`src/rtl/phase_seq.sv`:
```
module phase_seq #(
  parameter int AW = 16
) (
  input  logic          clk,
  input  logic          rst,
  output logic [AW-1:0] mem_addr,
  output logic [15:0]   mem_wdata,
  input  logic [15:0]   mem_rdata,
  output logic          mem_req,
  output logic          mem_we,
  input  logic          mem_rdy,
  output logic [AW-1:0] pc,
  output logic [2:0]    flags,
  output logic          halted
);
  typedef enum logic [2:0] {
    FETCH, IFWAIT, DECODE, EVADDR, MEMWAIT, EXEC, WBACK, STOP
  } st_t;

  localparam logic [3:0] OP_ADD  = 4'b0001;
  localparam logic [3:0] OP_JMP  = 4'b0100;
  localparam logic [3:0] OP_LDR  = 4'b0110;
  localparam logic [3:0] OP_STR  = 4'b0111;
  localparam logic [3:0] OP_STOP = 4'b1111;

  st_t         st;
  logic [15:0] ir, mdr;
  logic [AW-1:0] mar;
  logic [15:0] rf [8];

  logic [3:0]  op;
  logic [15:0] off16, ea, sum, pc_ext;

  assign op    = ir[15:12];
  assign off16 = {{10{ir[5]}}, ir[5:0]};
  assign ea    = rf[ir[8:6]] + off16;
  assign sum   = rf[ir[8:6]] + rf[ir[2:0]];

  always_comb begin
    pc_ext = '0;
    pc_ext[AW-1:0] = pc;
  end

  assign mem_addr  = mar;
  assign mem_wdata = mdr;
  assign mem_req   = (st == IFWAIT) || (st == MEMWAIT);
  assign mem_we    = (st == MEMWAIT) && (op == OP_STR);
  assign halted    = (st == STOP);

  always_ff @(posedge clk) begin
    if (rst) begin
      st    <= FETCH;
      pc    <= '0;
      ir    <= '0;
      mdr   <= '0;
      mar   <= '0;
      flags <= '0;
      for (int i = 0; i < 8; i++) rf[i] <= '0;
    end else begin
      case (st)
        FETCH: begin
          mar <= pc;
          st  <= IFWAIT;
        end
        IFWAIT: if (mem_rdy) begin
          ir <= mem_rdata;
          pc <= pc + AW'(1);
          st <= DECODE;
        end
        DECODE: begin
          case (op)
            OP_ADD, OP_JMP: st <= EXEC;
            OP_LDR, OP_STR: st <= EVADDR;
            OP_STOP:        st <= STOP;
            default:        st <= FETCH;
          endcase
        end
        EVADDR: begin
          mar <= ea[AW-1:0];
          mdr <= rf[ir[11:9]];
          st  <= MEMWAIT;
        end
        MEMWAIT: if (mem_rdy) begin
          if (op == OP_LDR) begin
            mdr <= mem_rdata;
            st  <= WBACK;
          end else begin
            st <= FETCH;
          end
        end
        WBACK: begin
          rf[ir[11:9]] <= mdr;
          st <= FETCH;
        end
        EXEC: begin
          if (op == OP_ADD) begin
            rf[ir[11:9]] <= sum;
            flags <= {~sum[15] && (sum != 16'd0), sum == 16'd0, sum[15]};
          end else begin
            pc <= ea[AW-1:0];
            if (ir[11]) rf[7] <= pc_ext;
          end
          st <= FETCH;
        end
        STOP:    st <= STOP;
        default: st <= FETCH;
      endcase
    end
  end

  a_r2_hold_request: assert property (@(posedge clk) disable iff (rst)
    (mem_req && !mem_rdy) |=> (mem_req && $stable(mem_addr) && $stable(mem_we)));

  a_r3_pc_step: assert property (@(posedge clk) disable iff (rst)
    (st == IFWAIT && mem_rdy) |=> (pc == $past(pc) + AW'(1)));

  a_r7_write_in_request: assert property (@(posedge clk) disable iff (rst)
    mem_we |-> mem_req);

  a_r8_jump_target: assert property (@(posedge clk) disable iff (rst)
    (st == EXEC && op == OP_JMP) |=> (pc == $past(ea[AW-1:0])));

  a_r10_stop_sticky: assert property (@(posedge clk) disable iff (rst)
    halted |=> (halted && !mem_req && $stable(pc)));
endmodule

```
`config.mk`:
```
export PLATFORM = sky130hd
export DESIGN_NAME = phase_seq
export DESIGN_NICKNAME = d
export VERILOG_FILES = /design/src/rtl/phase_seq.sv
export SDC_FILE = /design/constraint.sdc
export NUM_CORES = 1
export LEC_CHECK = 0
export CELL_PAD_IN_SITES_DETAIL_PLACEMENT = 1
export CELL_PAD_IN_SITES_GLOBAL_PLACEMENT = 2
export CORE_ASPECT_RATIO = 0.6
export CORE_UTILIZATION = 30
export CTS_BUF_LIST = sky130_fd_sc_hd__clkbuf_8
export CTS_CLUSTER_DIAMETER = 200
export DETAILED_ROUTE_END_ITERATION = 6
export PLACE_DENSITY = 0.6
export SYNTH_ARGS = -nofsm -noshare
export SYNTH_HDL_FRONTEND = slang
export SYNTH_SLANG_ARGS = --single-unit
```
`constraint.sdc`:
```
create_clock -name clk -period 6.1 [get_ports clk]
set_clock_uncertainty 0.2 [all_clocks]
set_input_delay 1.22 -clock clk [delete_from_list [all_inputs] [get_ports clk]]
set_output_delay 1.22 -clock clk [all_outputs]
set_load 0.03 [all_outputs]
```
==> results.yml, run 1 <==
outcome:
  status: "finished clean"
sta:
  tightestPinTransition_ns: 1.168
  maxSlewHeadroom_pct: 21.92
  setup_viol: 0
  drv_slew: 0
  fin_tns_setup_ns: 0
  hold_ws_ns: 0.2681
  fmax_ghz: 0.1972
  fin_crit_sh_pct: 83.14
  hold_viol: 0
  finalCriticalPeriod_ns: 5.071
  rsz0062_at_grt: "no"
global_routing:
  antenna_found_initial: 0
  grt_use_total_pct: 21.16
  grt_max_degree: 37
  grt_pass1_vias: 9931
  grt_pass1_wl_um: 66320
  globalRouteOverflowTotal: 0
floorplanning:
  rows: 57
  die_y_um: 159.2
  dieArea_um2: 42020
  start_util_pct: 30.49
  die_width_um: 264.0
  io_pins: 73
  core-area_um2: 40510
yosys:
  synth_fp_nets: 1184
  syn_area_um2: 12350
  seq_area_frac_synth_pct: 43.92
  synth_edf_count: 128
  yosys_warnings: 0
  dominantRegCellSynth: "edfxtp_1"
  synth_cells: 1132
  synth-seq-cells: 207
  yosys.cell_types.count: 62
  synthArstFlopShare_pct: 0
  syn_avg_cell_area_um2: 10.91
clocking:
  cts_buffers: 38
  ctsResizeCount: 0
  clk_latency_ns: 0.57
  clock-sinks: 207
  path_clk_slew_ns: 0.07
  root_buffer: "clkbuf_8"
  hold_buffers: 0
  tritoncts: "yes"
  post_cts_buffers: 0
  ctsHtreeMaxLevel: 2
  clockBufferDepth: 3
finish:
  layout_common_cells: "nor2_1 (189), edfxtp_1 (128), nand2_1 (109)"
  num-nets-final: 1243
  layout_commonest_cell: "nor2_1"
  areaGrowthSynthToFinish_pct: 16.16
  multi_input_area_um2: 6603
  regArea_um2: 5429
  fillCellCount: 4461
  drive_gt1_share_pct: 18.14
  final_util_pct: 35.42
  n_antenna_cell: 0
power_and_ir_drop:
  leakage_nw: 4.712
  power_density_nw_per_um2: 239.4
  peakVddDrop_v: 0.0001302
placed_design:
  place.gp.congestion: 0.8013
  place_hpwl_um: 31600
  io_buffer_count: 72
setup_path:
  worst-setup-path-type: "flop to flop"
  start_kind: "flop"
  crit_required_ns: 6.35
  end_kind: "flop"
  cp.arrival_ns: 5.32
  critPathMaxFanout: 15
route:
  vias: 9601
  drt_iter0_markers: 729
  first_pass_iters: 5
  drc: 0
  drt-total-wl_um: 44080
  post_drt_wl_per_cell_um: 25.20
  avgViaCountPerCell: 5.489
  ant_nets: 0
flow_run:
  cap_violations: 0
worst_hold_path:
  min_path_type: "flop to flop"
synth_stat cells, types with 3 or more instances:
master	number	share of area, %
nand2_1	109	3.3
mux2_2	29	2.6
o211ai_1	3	0.18
clkbuf_1	66	2.0
and3_1	8	0.41
dfxtp_1	79	13
o21bai_1	3	0.18
xnor2_1	16	1.1
and2_1	4	0.20
nor2_1	190	5.8
mux2i_1	36	2.9
mux4_2	96	18
o21a_1	7	0.43
or2_2	5	0.25
ha_1	31	3.1
nand3_1	19	0.77
a22oi_1	13	0.79
a21oi_1	77	3.1
a32oi_1	3	0.21
o211a_1	3	0.24
a211oi_1	29	1.8
or3_1	6	0.30
inv_1	10	0.30
nor2b_1	11	0.56
a21o_1	9	0.55
o21ai_0	49	2.0
nor3_1	19	0.77
o22ai_1	5	0.25
edfxtp_1	128	31
xor2_1	12	0.85
buf_1	12	0.36
a31oi_1	5	0.25
routing by layer:
metal	share of wire (%)	vias to the layer above	GRT usage, %
met2	42	218	30.91
met1	52	4944	32.82
met5	0	-	0
li1	-	4385	-
met3	4.5	54	3.418
met4	1.4	0	3.964
worst max-delay path, stage by stage, from the launching register on:
cell	delay [ns]
dfxtp_2	0.70
mux4_2	0.57
mux2_2	0.27
ha_1	0.25
fa_1	0.48
a21o_1	0.22
a221oi_2	0.35
xnor2_1	0.13
or4_1	0.54
or4b_1	0.56
nor4_2	0.22
nand4b_1	0.19
a32o_1	0.24
cell type report:
class | instances | share of cell area [%]
Multi-Input combinational cell | 835 | 46.01
Sequential cell | 207 | 37.84
Timing Repair Buffer | 99 | 6.400
Tap cell | 531 | 4.630
Clock buffer | 40 | 3.837
Clock inverter | 27 | 1.020
Inverter | 10 | 0.2616
power breakdown:
part	switching (mW)	total [mW]	leakage [nW]	internal (mW)
clock network	0.653	1.31	0.399	0.653
registers	0.0481	1.58	1.96	1.53
logic	0.324	0.554	2.35	0.229
registers in the layout, summed over array words and instances, names as in the netlist, named ones only:
| register | cells |
|---|---|
| pc | 16 |
| flags | 3 |
| st | 3 |
| mem_wdata | 16 |
| mem_addr | 16 |
| ir | 16 |
| rf | 128 |
through the flow:
step	area, um^2	setup WS (ns)	power, mW	instances
finish	14350	1.029	3.435	1749
global route	14350	0.7660	3.589	1749
CTS	14350	1.021	3.480	1749
detailed placement	13650	1.067	2.159	1682
global placement	13650	1.103	2.155	1682
floorplan	12350	1.235	1.965	1132
final timing paths:
| path | cells past startpoint | from | slack, ns | to |
|---|---|---|---|---|
| max | 12 | flop | 1.03 | flags[2] |
| min | 2 | ir[4] | 0.27 | ir[4] |
| max reg2reg | 12 | flop | 1.03 | flags[2] |
| min reg2reg | 2 | ir[4] | 0.27 | ir[4] |
cells by family after synthesis:
group / after synthesis / synth area share, %
XOR/XNOR: 28 / 1.985
AO/OA/AOI/OAI: 227 / 11.49
flip-flops: 207 / 43.92
adder cells (fa/ha/maj): 33 / 3.464
AND/OR/NAND/NOR: 386 / 13.33
buffers and inverters: 90 / 2.755
multiplexers: 161 / 23.06
No activity file was read; power rests on OpenSTA's default activity.
==> inputs of run 2 (changes only) <==
- clock period: 6.1 -> 4.94 ns (I/O delays scaled with it)
==> run 2 against run 1 <==
  * Total power up 26%
  * Global-route usage up 0.50 points
  * Maximum frequency up 6.4%
  * Via count up 2.8%
  * Non-clock buffer count up 31
  * Worst setup slack worse by 0.85 ns
  * Largest power group unchanged
==> results.yml, run 2 (same netlist as run 1, synthesis figures left out) <==
flow_run:
  cap_violations: 0
clocking:
  hold_buffers: 0
  ctsHtreeMaxLevel: 2
  cts_buffers: 38
  path_clk_slew_ns: 0.06
  clock-sinks: 207
  tritoncts: "yes"
  clockBufferDepth: 3
  root_buffer: "clkbuf_8"
  clk_latency_ns: 0.57
finish:
  fin_area_um2: 14670
  multi_input_area_um2: 6610
  fillCellCount: 4481
  regMostFlops: "rf"
  num-nets-final: 1274
  layout_common_cells: "nor2_1 (189), edfxtp_1 (128), nand2_1 (109)"
  areaGrowthSynthToFinish_pct: 18.76
  largest_reg_flops: 128
  drive_gt1_share_pct: 20.14
  n_antenna_cell: 0
  layout_commonest_cell: "nor2_1"
  final_util_pct: 36.22
  regArea_um2: 5431
setup_path:
  worst-setup-path-type: "flop to flop"
  end_kind: "flop"
  r2r_slack_ns: 0.17
  start_kind: "flop"
  critPathMaxFanout: 4
  crit_required_ns: 5.19
  cp.arrival_ns: 5.01
floorplanning:
  start_util_pct: 30.49
  io_pins: 73
  core-area_um2: 40510
  die_width_um: 264.0
  die_y_um: 159.2
  dieArea_um2: 42020
  rows: 57
placed_design:
  place.gp.congestion: 0.8225
  place_hpwl_um: 33230
  io_buffer_count: 72
  place_area_um2: 13900
sta:
  maxSlewHeadroom_pct: 33.68
  drv_slew: 0
  hold_viol: 0
  setup_viol: 0
  fin_tns_setup_ns: 0
  fmax_ghz: 0.2098
  rsz0062_at_grt: "no"
  fin_crit_sh_pct: 96.48
  tightestPinTransition_ns: 0.9857
  finalCriticalPeriod_ns: 4.766
route:
  first_pass_iters: 5
  drc: 0
  drt-total-wl_um: 45300
  ant_nets: 0
  avgViaCountPerCell: 5.539
  post_drt_wl_per_cell_um: 25.42
  vias: 9870
  drt_iter0_markers: 848
power_and_ir_drop:
  clkPwrFrac_pct: 38.6
  p_switching_mw: 1.283
  p_comb_share_pct: 16.3
  p_seq_share_pct: 45.1
  leakage_nw: 4.900
  peakVddDrop_v: 0.0002179
  p_int_mw: 3.038
  power_density_nw_per_um2: 294.5
  swShare_pct: 29.69
outcome:
  status: "finished clean"
global_routing:
  grt_max_degree: 36
  grt_use_total_pct: 21.66
  grt_pass1_vias: 9951
  grt_pass1_wl_um: 67790
  antenna_found_initial: 0
  globalRouteOverflowTotal: 0
worst_hold_path:
  min_path_type: "flop to flop"
## run 2: changes by cell type in the layout (fill, tap and decap cells not counted), sizes merged
cell,before,now
buf,28,58
clkbuf,40,44
clkinv,15,7
clkinvlp,0,2
inv,21,26
## run 2: worst max-delay path, stage by stage, from the launching register on
cell	delay (ns)
dfxtp_4	0.45
mux4_2	0.52
mux2_2	0.28
ha_1	0.25
fa_1	0.48
a21o_1	0.24
a221oi_4	0.32
xnor2_1	0.12
or4_1	0.54
or4b_1	0.55
nor4_2	0.24
nand4b_1	0.20
a32o_1	0.26
## run 2: per-stage QoR
step | setup slack [ns] | cells | power (mW) | hold WS, ns
2_1_floorplan | 0.07463 | 1132 | 2.427 | 0.2359
3_3_place_gp | 0.3561 | 1712 | 2.683 | 0.2546
3_5_place_dp | 0.2059 | 1712 | 2.687 | 0.2653
4_1_cts | 0.1627 | 1781 | 4.388 | 0.2794
5_1_grt | 0.01056 | 1782 | 4.522 | 0.2900
6_report | 0.1738 | 1782 | 4.321 | 0.2746
## run 2: power groups by stage
stage          Sequential [mW]  Clock [mW]  Combinational, mW
3_3_place_gp              1.98           0              0.699
3_5_place_dp              1.99           0              0.700
2_1_floorplan             1.96           0              0.466
4_1_cts                   1.95        1.73              0.704
6_report                  1.95        1.67              0.704
5_1_grt                   1.96        1.80              0.763
## run 2: timing repair
| action | in CTS | in global routing |
|---|---|---|
| buffers inserted | 0 | 0 |
| resized for setup | 0 | 2 |
| setup endpoints to repair | 0 | 2 |
## run 2: path summary, 6_finish.rpt
check,start,end,cells after the start
worst min-delay path,ir[3],ir[3],2
worst min register to register,ir[3],ir[3],2
worst max-delay path,flop,flags[2],12
worst max register to register,flop,flags[2],12
## run 2: per-layer routing
| metal | track usage (%) | up-vias | part of all wire, % |
|---|---|---|---|
| met4 | 4.281 | 0 | 1.3 |
| li1 | - | 4453 | - |
| met3 | 3.201 | 52 | 5.3 |
| met5 | 0 | - | 0 |
| met1 | 33.81 | 5067 | 51 |
| met2 | 31.50 | 298 | 42 |
## run 2: area by class of cell
cell class | count | area share (%)
multi-input cells | 835 | 45.06
inverters | 10 | 0.2559
clock inverters | 26 | 0.9638
flip-flops and latches | 207 | 37.02
clock buffers | 43 | 4.034
well taps | 531 | 4.529
repair buffers | 130 | 8.136
==> inputs of run 3 (changes only) <==
- GPL_TIMING_DRIVEN: unset -> 0
==> run 3 against run 2 <==
  * Routed wire length increased by 8.3%
  * Register-to-register slack got worse by 0.12 ns
  * Cell count increased by 1.5%
  * Maximum frequency decreased by 2.5%
  * Critical path depth increased by 1
  * Flip-flop and latch count unchanged
  * Critical path type unchanged
  * Critical endpoint unchanged
==> results.yml, run 3 (same netlist as run 1, synthesis figures left out) <==
outcome:
  status: "finished clean"
setup_path:
  critPathMaxFanout: 4
  critPathSlowestCell: "or4b_4"
  worst-setup-path-type: "flop to flop"
  crit_required_ns: 5.21
  cp.arrival_ns: 5.16
  r2r_slack_ns: 0.05
  endpoint: "flags[2]"
  worstRegToRegCells: 13
  crit_path_cell_trace: "clkbuf_16, mux4_2, mux2_2, ha_2, fa_1, a21o_1, a221oi_4, xnor2_2, or4_4, or4b_4, nor4_4, nand4b_1, a32o_1"
  critPathMaxStageDelay_ns: 0.54
  worstReg2RegEnd: "flags[2]"
  start_kind: "flop"
  end_kind: "flop"
floorplanning:
  rows: 57
  core-area_um2: 40510
  die_y_um: 159.2
  start_util_pct: 30.49
  dieArea_um2: 42020
  die_width_um: 264.0
  io_pins: 73
sta:
  fin_crit_sh_pct: 98.93
  maxSlewHeadroom_pct: 17.72
  tightestPinTransition_ns: 1.234
  hold_viol: 0
  fmax_ghz: 0.2046
  rsz0062_at_grt: "no"
  setup_viol: 0
  fin_tns_setup_ns: 0
  finalCriticalPeriod_ns: 4.887
  drv_slew: 0
  hold_ws_ns: 0.2666
flow_run:
  cap_violations: 0
clocking:
  clk_latency_ns: 0.57
  path_clk_slew_ns: 0.07
  clockBufferDepth: 3
  cts_buffers: 38
  hold_buffers: 0
  tritoncts: "yes"
  ctsHtreeMaxLevel: 2
  clock-sinks: 207
  root_buffer: "clkbuf_8"
finish:
  final_util_pct: 36.33
  num-nets-final: 1305
  fillCellCount: 4498
  final_cells: 1809
  drive_gt1_share_pct: 18.23
  largest_reg_flops: 128
  n_antenna_cell: 0
  regMostFlops: "rf"
  areaGrowthSynthToFinish_pct: 19.14
  layout_commonest_cell: "nor2_1"
  layout_common_cells: "nor2_1 (190), edfxtp_1 (128), nand2_1 (102)"
route:
  post_drt_wl_per_cell_um: 27.12
  drc: 0
  first_pass_iters: 6
  drt-total-wl_um: 49060
  avgViaCountPerCell: 5.512
  vias: 9972
  drt_iter0_markers: 954
  ant_nets: 0
power_and_ir_drop:
  p_int_mw: 2.926
  clkPwrFrac_pct: 36.3
  p_seq_share_pct: 45.5
  p_comb_share_pct: 18.2
  p_switching_mw: 1.321
  peakVddDrop_v: 0.0001712
  leakage_nw: 4.833
  power_density_nw_per_um2: 288.6
  swShare_pct: 31.11
placed_design:
  io_buffer_count: 71
  place_hpwl_um: 38140
  place.gp.congestion: 0.8602
  dp.cells: 1734
global_routing:
  grt_pass1_vias: 10220
  grt_max_degree: 17
  grt_pass1_wl_um: 71440
  grt_use_total_pct: 23.52
  antenna_found_initial: 2
  globalRouteOverflowTotal: 0
worst_hold_path:
  min_path_type: "flop to flop"
run 3: layer usage:
metal / global-route usage (%) / vias to the layer above / wire length [um] / part of all wire, %
li1: - / 4506 / - / -
met5: 0 / - / 0 / 0
met4: 3.990 / 0 / 602 / 1.2
met2: 30.81 / 297 / 18900 / 39
met3: 5.382 / 46 / 3648 / 7.4
met1: 38.56 / 5123 / 25910 / 53
run 3: power groups by stage:
stage	Sequential, mW	Combinational, mW	Clock (mW)
finish	1.93	0.772	1.54
global route	1.94	0.828	1.65
CTS	1.93	0.762	1.58
detailed placement	1.97	0.727	0
global placement	1.96	0.722	0
floorplan	1.96	0.466	0
run 3: what timing repair did:
action | CTS | global route
pin swaps | 6 | 1
gates resized for setup | 77 | 9
setup buffers | 12 | 1
endpoints found under the setup margin | 170 | 139
run 3: stage by stage:
step / worst slack [ns] / area, um^2 / total power [mW]
2_1_floorplan: 0.07463 / 12350 / 2.427
3_3_place_gp: -1.370 / 13730 / 2.687
3_5_place_dp: -1.410 / 13730 / 2.695
4_1_cts: 0.004448 / 14670 / 4.276
5_1_grt: 0.006192 / 14720 / 4.422
6_report: 0.05284 / 14720 / 4.248
run 3: worst min-delay path by stage:
| stage | start | depth (start not counted) | slack, ns | endpoint |
|---|---|---|---|---|
| floorplan | ir[6] | 2 | 0.24 | flop |
| global placement | ir[7] | 2 | 0.25 | ir[7] |
| detailed placement | ir[6] | 2 | 0.26 | flop |
| CTS | ir[6] | 2 | 0.26 | flop |
| global route | ir[7] | 2 | 0.29 | flop |
| finish | ir[7] | 2 | 0.27 | flop |
run 3: final cells by class:
class / count / area, um^2 / share of cell area, %
plain buffers: 77 / 420.4 / 2.856
clock buffers: 39 / 536.8 / 3.647
clock inverters: 26 / 112.6 / 0.7651
inverters: 10 / 37.54 / 0.2550
multi-input cells: 835 / 6703 / 45.54
flip-flops and latches: 207 / 5435 / 36.93
well taps: 531 / 664.4 / 4.514
repair buffers: 84 / 808.3 / 5.492
run 3: critical path: cells and delay by family, from the launching register on:
kind | cells | cell delay (ns)
AND/OR/NAND/NOR | 4 | 1.44
buffers and inverters | 1 | 0.16
AO/OA/AOI/OAI | 3 | 0.91
XOR/XNOR | 1 | 0.17
multiplexers | 2 | 0.83
adder cells (fa/ha/maj) | 2 | 0.67
flip-flops | 1 | 0.40
